<file path="src/rtl/nsx_pkg.sv">
`timescale 1ns/1ps
package nsx_pkg;
  // Schedule events decoded from the phase counter, active for one cycle.
  typedef struct packed {
    logic drv0;   // put first outgoing nibble on the lines
    logic edge0;  // serial clock leaves idle level
    logic mid;    // second outgoing nibble out, first incoming nibble in
    logic edge1;  // serial clock returns to idle
    logic last;   // second incoming nibble in, window closes
  } nsx_evt_t;
endpackage

</file>
<file path="src/rtl/nsx_phase_ctr.sv">
`timescale 1ns/1ps
module nsx_phase_ctr
  import nsx_pkg::*;
#(
  parameter int GAP = 16
) (
  input  logic     clk,
  input  logic     rst_n,
  input  logic     start_req,
  output logic     active,
  output nsx_evt_t evt
);
  localparam int TOTAL = 4 * GAP;
  localparam int PW    = $clog2(TOTAL);
  localparam logic [PW-1:0] P_DRV0  = '0;
  localparam logic [PW-1:0] P_EDGE0 = PW'(GAP);
  localparam logic [PW-1:0] P_MID   = PW'(2 * GAP);
  localparam logic [PW-1:0] P_EDGE1 = PW'(3 * GAP);
  localparam logic [PW-1:0] P_LAST  = PW'(TOTAL - 1);

  logic [PW-1:0] phase;

  always_ff @(posedge clk) begin
    if (!rst_n) begin
      active <= 1'b0;
      phase  <= '0;
    end else if (active) begin
      if (phase == P_LAST) begin
        active <= 1'b0;
        phase  <= '0;
      end else begin
        phase <= phase + PW'(1);
      end
    end else if (start_req) begin
      active <= 1'b1;
      phase  <= '0;
    end
  end

  always_comb begin
    evt.drv0  = active && (phase == P_DRV0);
    evt.edge0 = active && (phase == P_EDGE0);
    evt.mid   = active && (phase == P_MID);
    evt.edge1 = active && (phase == P_EDGE1);
    evt.last  = active && (phase == P_LAST);
  end

  AST_PHASE_STEP: assert property (@(posedge clk) disable iff (!rst_n)
    active && (phase != P_LAST) |=> active && (phase == $past(phase) + PW'(1)));
  AST_WINDOW_END: assert property (@(posedge clk) disable iff (!rst_n)
    active && (phase == P_LAST) |=> !active);
  AST_EVT_ONEHOT: assert property (@(posedge clk) disable iff (!rst_n)
    $onehot0(evt));
endmodule

</file>
<file path="src/rtl/nsx_datapath.sv">
`timescale 1ns/1ps
module nsx_datapath
  import nsx_pkg::*;
#(
  parameter int NIB      = 4,
  parameter bit HI_FIRST = 1'b1,
  parameter bit CLK_IDLE = 1'b0
) (
  input  logic             clk,
  input  logic             rst_n,
  input  logic             load,
  input  logic [2*NIB-1:0] tx_in,
  input  nsx_evt_t         evt,
  input  logic [NIB-1:0]   spi_din,
  output logic [NIB-1:0]   spi_dout,
  output logic             spi_sclk,
  output logic [2*NIB-1:0] rx_data,
  output logic             done
);
  localparam int BW = 2 * NIB;

  logic [BW-1:0]  tx_hold;
  logic [NIB-1:0] tx_first, tx_second, rx_first;

  generate
    if (HI_FIRST) begin : g_hi
      assign tx_first  = tx_hold[BW-1:NIB];
      assign tx_second = tx_hold[NIB-1:0];
    end else begin : g_lo
      assign tx_first  = tx_hold[NIB-1:0];
      assign tx_second = tx_hold[BW-1:NIB];
    end
  endgenerate

  always_ff @(posedge clk) begin
    if (!rst_n) begin
      tx_hold <= '0;
    end else if (load) begin
      tx_hold <= tx_in;
    end
  end

  always_ff @(posedge clk) begin
    if (!rst_n) begin
      spi_dout <= '0;
      rx_first <= '0;
    end else if (evt.drv0) begin
      spi_dout <= tx_first;
    end else if (evt.mid) begin
      spi_dout <= tx_second;
      rx_first <= spi_din;
    end
  end

  always_ff @(posedge clk) begin
    if (!rst_n) begin
      spi_sclk <= CLK_IDLE;
    end else if (evt.edge0 || evt.edge1) begin
      spi_sclk <= ~spi_sclk;
    end
  end

  always_ff @(posedge clk) begin
    if (!rst_n) begin
      rx_data <= '0;
      done    <= 1'b0;
    end else begin
      done <= evt.last;
      if (evt.last) begin
        if (HI_FIRST) rx_data <= {rx_first, spi_din};
        else          rx_data <= {spi_din, rx_first};
      end
    end
  end

  AST_DOUT_QUIET: assert property (@(posedge clk) disable iff (!rst_n)
    !(evt.drv0 || evt.mid) |=> $stable(spi_dout));
  AST_SCLK_QUIET: assert property (@(posedge clk) disable iff (!rst_n)
    !(evt.edge0 || evt.edge1) |=> $stable(spi_sclk));
  AST_SCLK_HOME: assert property (@(posedge clk) disable iff (!rst_n)
    evt.drv0 |-> spi_sclk == CLK_IDLE);
  AST_RX_HELD: assert property (@(posedge clk) disable iff (!rst_n)
    !evt.last |=> $stable(rx_data));
  AST_DONE_PULSE: assert property (@(posedge clk) disable iff (!rst_n)
    done |=> !done);
endmodule

</file>
<file path="src/rtl/nib_spi_xchg.sv">
`timescale 1ns/1ps
module nib_spi_xchg
  import nsx_pkg::*;
#(
  parameter int NIB      = 4,
  parameter int GAP      = 16,
  parameter bit HI_FIRST = 1'b1,
  parameter bit CLK_IDLE = 1'b0
) (
  input  logic             clk,
  input  logic             rst_n,
  input  logic             in_valid,
  output logic             in_ready,
  input  logic [2*NIB-1:0] in_data,
  output logic             stall,
  output logic             busy,
  output logic             done,
  output logic [2*NIB-1:0] rx_data,
  output logic             spi_sclk,
  output logic [NIB-1:0]   spi_dout,
  input  logic [NIB-1:0]   spi_din
);
  localparam int TOTAL = 4 * GAP;
  localparam int LW    = $clog2(TOTAL) + 1;

  logic     active;
  logic     accept;
  nsx_evt_t evt;

  assign accept   = in_valid && !active;
  assign in_ready = !active;
  assign busy     = active;
  assign stall    = active;

  nsx_phase_ctr #(.GAP(GAP)) u_ctr (
    .clk       (clk),
    .rst_n     (rst_n),
    .start_req (in_valid),
    .active    (active),
    .evt       (evt)
  );

  nsx_datapath #(.NIB(NIB), .HI_FIRST(HI_FIRST), .CLK_IDLE(CLK_IDLE)) u_dp (
    .clk      (clk),
    .rst_n    (rst_n),
    .load     (accept),
    .tx_in    (in_data),
    .evt      (evt),
    .spi_din  (spi_din),
    .spi_dout (spi_dout),
    .spi_sclk (spi_sclk),
    .rx_data  (rx_data),
    .done     (done)
  );

  // Window length monitor
  logic [LW-1:0] chk_len;
  always_ff @(posedge clk) begin
    if (!rst_n || !stall) chk_len <= '0;
    else                  chk_len <= chk_len + LW'(1);
  end

  AST_STALL_LEN: assert property (@(posedge clk) disable iff (!rst_n)
    $fell(stall) |-> chk_len == LW'(TOTAL));
  AST_DONE_AFTER: assert property (@(posedge clk) disable iff (!rst_n)
    $fell(stall) |-> done);
  AST_DONE_IDLE: assert property (@(posedge clk) disable iff (!rst_n)
    done |-> !stall && in_ready);
  AST_NO_RELOAD: assert property (@(posedge clk) disable iff (!rst_n)
    stall && in_valid |=> stall || done);
endmodule

</file>
<file path="config.mk">
export PLATFORM = sky130hd
export DESIGN_NAME = nib_spi_xchg
export DESIGN_NICKNAME = d
export VERILOG_FILES = /design/src/rtl/nsx_pkg.sv /design/src/rtl/nsx_phase_ctr.sv /design/src/rtl/nsx_datapath.sv /design/src/rtl/nib_spi_xchg.sv
export SDC_FILE = /design/constraint.sdc
export NUM_CORES = 1
export LEC_CHECK = 0
export ABC_AREA = 1
export BUFFER_PORTS_ARGS = -buffer_cell sky130_fd_sc_hd__buf_2
export CORE_MARGIN = 2
export CORE_UTILIZATION = 45
export CTS_CLUSTER_DIAMETER = 50
export CTS_CLUSTER_SIZE = 16
export DETAILED_ROUTE_END_ITERATION = 16
export GPL_ROUTABILITY_DRIVEN = 1
export MAX_ROUTING_LAYER = met4
export PLACE_DENSITY_LB_ADDON = 0.12
export SLEW_MARGIN = 20
export SYNTH_ARGS = -nofsm -noshare
export SYNTH_HDL_FRONTEND = slang
export SYNTH_SLANG_ARGS = --single-unit
</file>
<file path="constraint.sdc">
create_clock -name clk -period 2.65 [get_ports clk]
set_clock_uncertainty 0.1 [all_clocks]
set_input_delay 0.265 -clock clk [delete_from_list [all_inputs] [get_ports clk]]
set_output_delay 0.265 -clock clk [all_outputs]
set_load 0.005 [all_outputs]
</file>
==> impl_summary.log <==
INFO  metric placement.io_buffers = 31
INFO  metric global_route.peak_usage_layer = met2
INFO  metric antenna_left = 0
INFO  metric timing_max_transition_violations_final = 0
INFO  metric endpoint_kind = flop
INFO  metric tritoncts = yes
INFO  metric power.share.switching = 23.4%
INFO  metric max_slew.worst_pin.slew = 464 ps
INFO  metric drcViolationCount = 0
INFO  metric grt_antenna_before_repair = 0
INFO  metric postCtsHoldBufs = 0
INFO  metric post_cts_resize_count = 0
INFO  metric first_pass_grt_wire_length = 4840 um
INFO  metric critical_path_peak_fanout = 9
INFO  metric die-area = 3570 um^2
INFO  metric critical_path_buf_inv_count = 2
INFO  metric wl_per_cell = 11.4 um
INFO  metric post-route-cell-area = 1640 um^2
INFO  metric die_outline_width = 59.8 um
INFO  metric fin_setup_tns = 0 ps
INFO  metric setup.worst_path.class = reg -> reg
INFO  metric initial_core_util = 46.6%
INFO  metric seq_power_share = 52.2%
INFO  metric power_density = 613 nW/um^2
INFO  metric postSynthNetCount = 198
INFO  metric clockRootBuffer = clkbuf_4
INFO  metric worst_r2r_path_depth = 7
INFO  metric place_area = 1560 um^2
INFO  metric synth-seq-area-share = 47.2%
INFO  metric synth.cell_area = 1400 um^2
INFO  metric postCtsSetupBuffers = 0
INFO  metric whs_endpoint = u_dp.rx_data[1]$_SDFFE_PN0P_
INFO  metric worst_path_largest_cell_delay = 580 ps
INFO  metric path_clk_slew = 100 ps
INFO  metric peakVddDrop = 0.473 mV
INFO  metric finalHoldViolCount = 0
INFO  metric worst_r2r_endpoint = u_dp.spi_dout[3]$_SDFFE_PN0P_
INFO  metric area_grow_syn2layout = 17.5%
INFO  metric p_sw = 0.235 mW
INFO  metric max_slew_headroom = 69.0%
INFO  metric timing.critical_path.required = 2790 ps
INFO  metric final_cells = 247
INFO  metric fraction_of_final_layout_cells_sized_beyond_drive_strength_1 = 23.4%
INFO  metric timing.critical_path.from = u_ctr.active$_SDFF_PN0_
INFO  metric met2_track_usage_gr = 28.0%
INFO  metric max_freq = 643 MHz
INFO  metric p_int = 0.772 mW
INFO  metric portion_of_the_clock_cycle_consumed_by_the_worst_path_in_the_final_layout = 58.7%
INFO  metric fin_crit = 1550 ps
INFO  metric detail_route.vias_per_cell = 5.02
INFO  metric ys_top_cells_by_area = dfxtp_1 (47%), nand2_1 (9.4%), nor2_1 (8.3%), nand3_1 (5.4%), inv_1 (4.6%)
INFO  metric synthDistinctLibCells = 27
INFO  metric final-setup-viol-count = 0
INFO  metric post_synth_arst_share = 0%
INFO  metric rows = 20
INFO  metric number_of_buffers_created_by_cts = 5
INFO  metric final_net_count = 230
INFO  metric synth_top_flop_cell = dfxtp_1
INFO  metric iter_0_drt_violations = 61
INFO  metric yosysTopAreaCell = dfxtp_1
INFO  metric synth-edff-count = 0
INFO  metric grtUsageTotal = 18.8%
INFO  metric multi_input_area = 628 um^2
INFO  metric crit_slowest_cell = dfxtp_1
INFO  metric post_synth.cell_area_avg = 7.73 um^2
INFO  metric largest_net_degree_at_the_start_of_global_routing = 29
INFO  metric status = finished, final reports clean
INFO  metric yosysWarnings = 0
INFO  metric grt_util_met3 = 6.71%
INFO  metric clk_latency = 330 ps
INFO  metric hold_class = in -> reg
INFO  metric clock_group_share_of_total_power = 39.3%
INFO  metric synth_top_cell_area_share = 47.2%
INFO  metric number_of_antenna_cells_inserted = 0
INFO  metric dr.pass1.iters = 4
INFO  metric detailedPlacementHpwl = 2020 um
INFO  metric clkSinkCount = 33
INFO  metric setup_repair_after_global_routing_missed_its_margin = false
INFO  metric groute.layer.met1.usage = 23.2%
INFO  metric setup.reg_to_reg.worst_slack = 1100 ps
INFO  metric max_cap_viol_count = 0
INFO  metric number_of_ports_placed_on_the_die_boundary = 32
INFO  metric launch_instance_of_the_worst_min_delay_path = spi_din[1]
INFO  metric globalplace.congestion = 0.792
INFO  metric share_of_total_power_in_combinational_logic = 8.5%
INFO  metric layout.cells.most_common_list = nand2_1 (35), dfxtp_1 (33), nor2_1 (31), buf_2 (31), inv_1 (17)
INFO  metric fillCellCount = 312
INFO  metric grt_pass1_vias = 1098
INFO  metric final-seq-area = 661 um^2
INFO  metric total_leakage_power = 0.800 nW
INFO  metric clock_path_buffers = 2
INFO  metric vias_post_dr = 1240
INFO  metric hold_depth = 3
INFO  metric critical_path.top_delay_family = simple AND/OR/NAND/NOR gates
INFO  metric ys_seq_elements = 33
INFO  metric die_height = 59.8 um
INFO  metric core = 3000 um^2
INFO  metric crit-reg2reg-launch = u_ctr.active$_SDFF_PN0_
INFO  metric post-place-cells = 239
INFO  metric wirelength = 2810 um
INFO  metric critPathArrivalTime = 1690 ps
INFO  metric crit_path_cell_trace = inv_4 -> nor2_4 -> nand2_2 -> nor2_4 -> inv_2 -> nor2_1 -> nor2_1
INFO  metric setup.worst_path.start_class = flop
INFO  metric cts.htree.levels = 2
INFO  metric layout.cells.most_common = nand2_1
INFO  metric synthCells = 181
INFO  metric grt.overflow.total = 0
-- cell type report --
| class | count | share of cell area [%] |
|---|---|---|
| well taps | 33 | 2.51 |
| inverters | 19 | 4.49 |
| flip-flops and latches | 33 | 40.2 |
| repair buffers | 31 | 9.44 |
| clock inverters | 1 | 1.83 |
| multi-input cells | 123 | 38.2 |
| clock buffers | 7 | 3.35 |
-- per-stage QoR --
stage | hold slack [ps] | setup slack [ps] | util [%] | power, mW
6_report | 26.8 | 1100 | 54.8 | 1.01
5_1_grt | 16.2 | 932 | 54.8 | 1.07
4_1_cts | 15.0 | 1090 | 54.8 | 1.02
3_5_place_dp | 334 | 1120 | 51.9 | 0.624
3_3_place_gp | 334 | 1140 | 51.9 | 0.621
2_1_floorplan | 268 | 1360 | - | 0.595
-- tightest hold or removal path, stage by stage --
cell	delay, ps
buf_2	90
nand2_1	40
nand2_1	40
-- metal layers --
metal  up-vias  wire length (um)
li1        641                 -
met1       559              1310
met2        33              1280
met3         7               176
met4         0                44
met5         -                 0
-- synthesized netlist by cell type (3+ instances only) --
library cell and count:
o21ai_0 9, inv_1 17, nor2_1 31, nand4_1 3, nor2_4 3, a21oi_1 8, nand2_2 3, nand3_1 15
o21ai_1 4, nand2_1 35, dfxtp_1 33
-- logic make-up after synthesis --
family / Yosys count / share of synthesized area (%)
DFF: 33 / 47.2
AOI/OAI and AO/OA: 23 / 8.59
adders and majority gates: 2 / 1.79
buffers and inverters: 25 / 7.87
xor gates and xnor gates: 2 / 1.25
and+or+nand+nor: 96 / 33.3
-- sequential cells by signal, summed over array words and instances (netlist names) --
name	count
u_dp.rx_data	8
u_dp.tx_hold	8
u_ctr.phase	6
u_dp.rx_first	4
u_dp.spi_dout	4
u_ctr.active	1
u_dp.done	1
u_dp.spi_sclk	1
-- power groups by stage --
stage               Sequential, mW  Clock (mW)  Combinational [mW]
CTS                          0.526       0.404              0.0868
global placement             0.536           0              0.0847
finish                       0.526       0.396              0.0856
detailed placement           0.538           0              0.0866
floorplan                    0.534           0              0.0616
global route                 0.529       0.439              0.0984
-- worst max path at each step --
| stage | to | slack [ps] | cells after the start |
|---|---|---|---|
| 2_1_floorplan | u_dp.rx_first[0]$_SDFFE_PN0P_ | 1360 | 8 |
| 3_3_place_gp | u_dp.spi_dout[3]$_SDFFE_PN0P_ | 1140 | 7 |
| 6_report | u_dp.spi_dout[3]$_SDFFE_PN0P_ | 1100 | 7 |
| 5_1_grt | u_dp.spi_dout[3]$_SDFFE_PN0P_ | 930 | 7 |
| 3_5_place_dp | u_dp.spi_dout[3]$_SDFFE_PN0P_ | 1120 | 7 |
| 4_1_cts | u_dp.spi_dout[3]$_SDFFE_PN0P_ | 1090 | 7 |
Power figures use the tool's default switching activity.
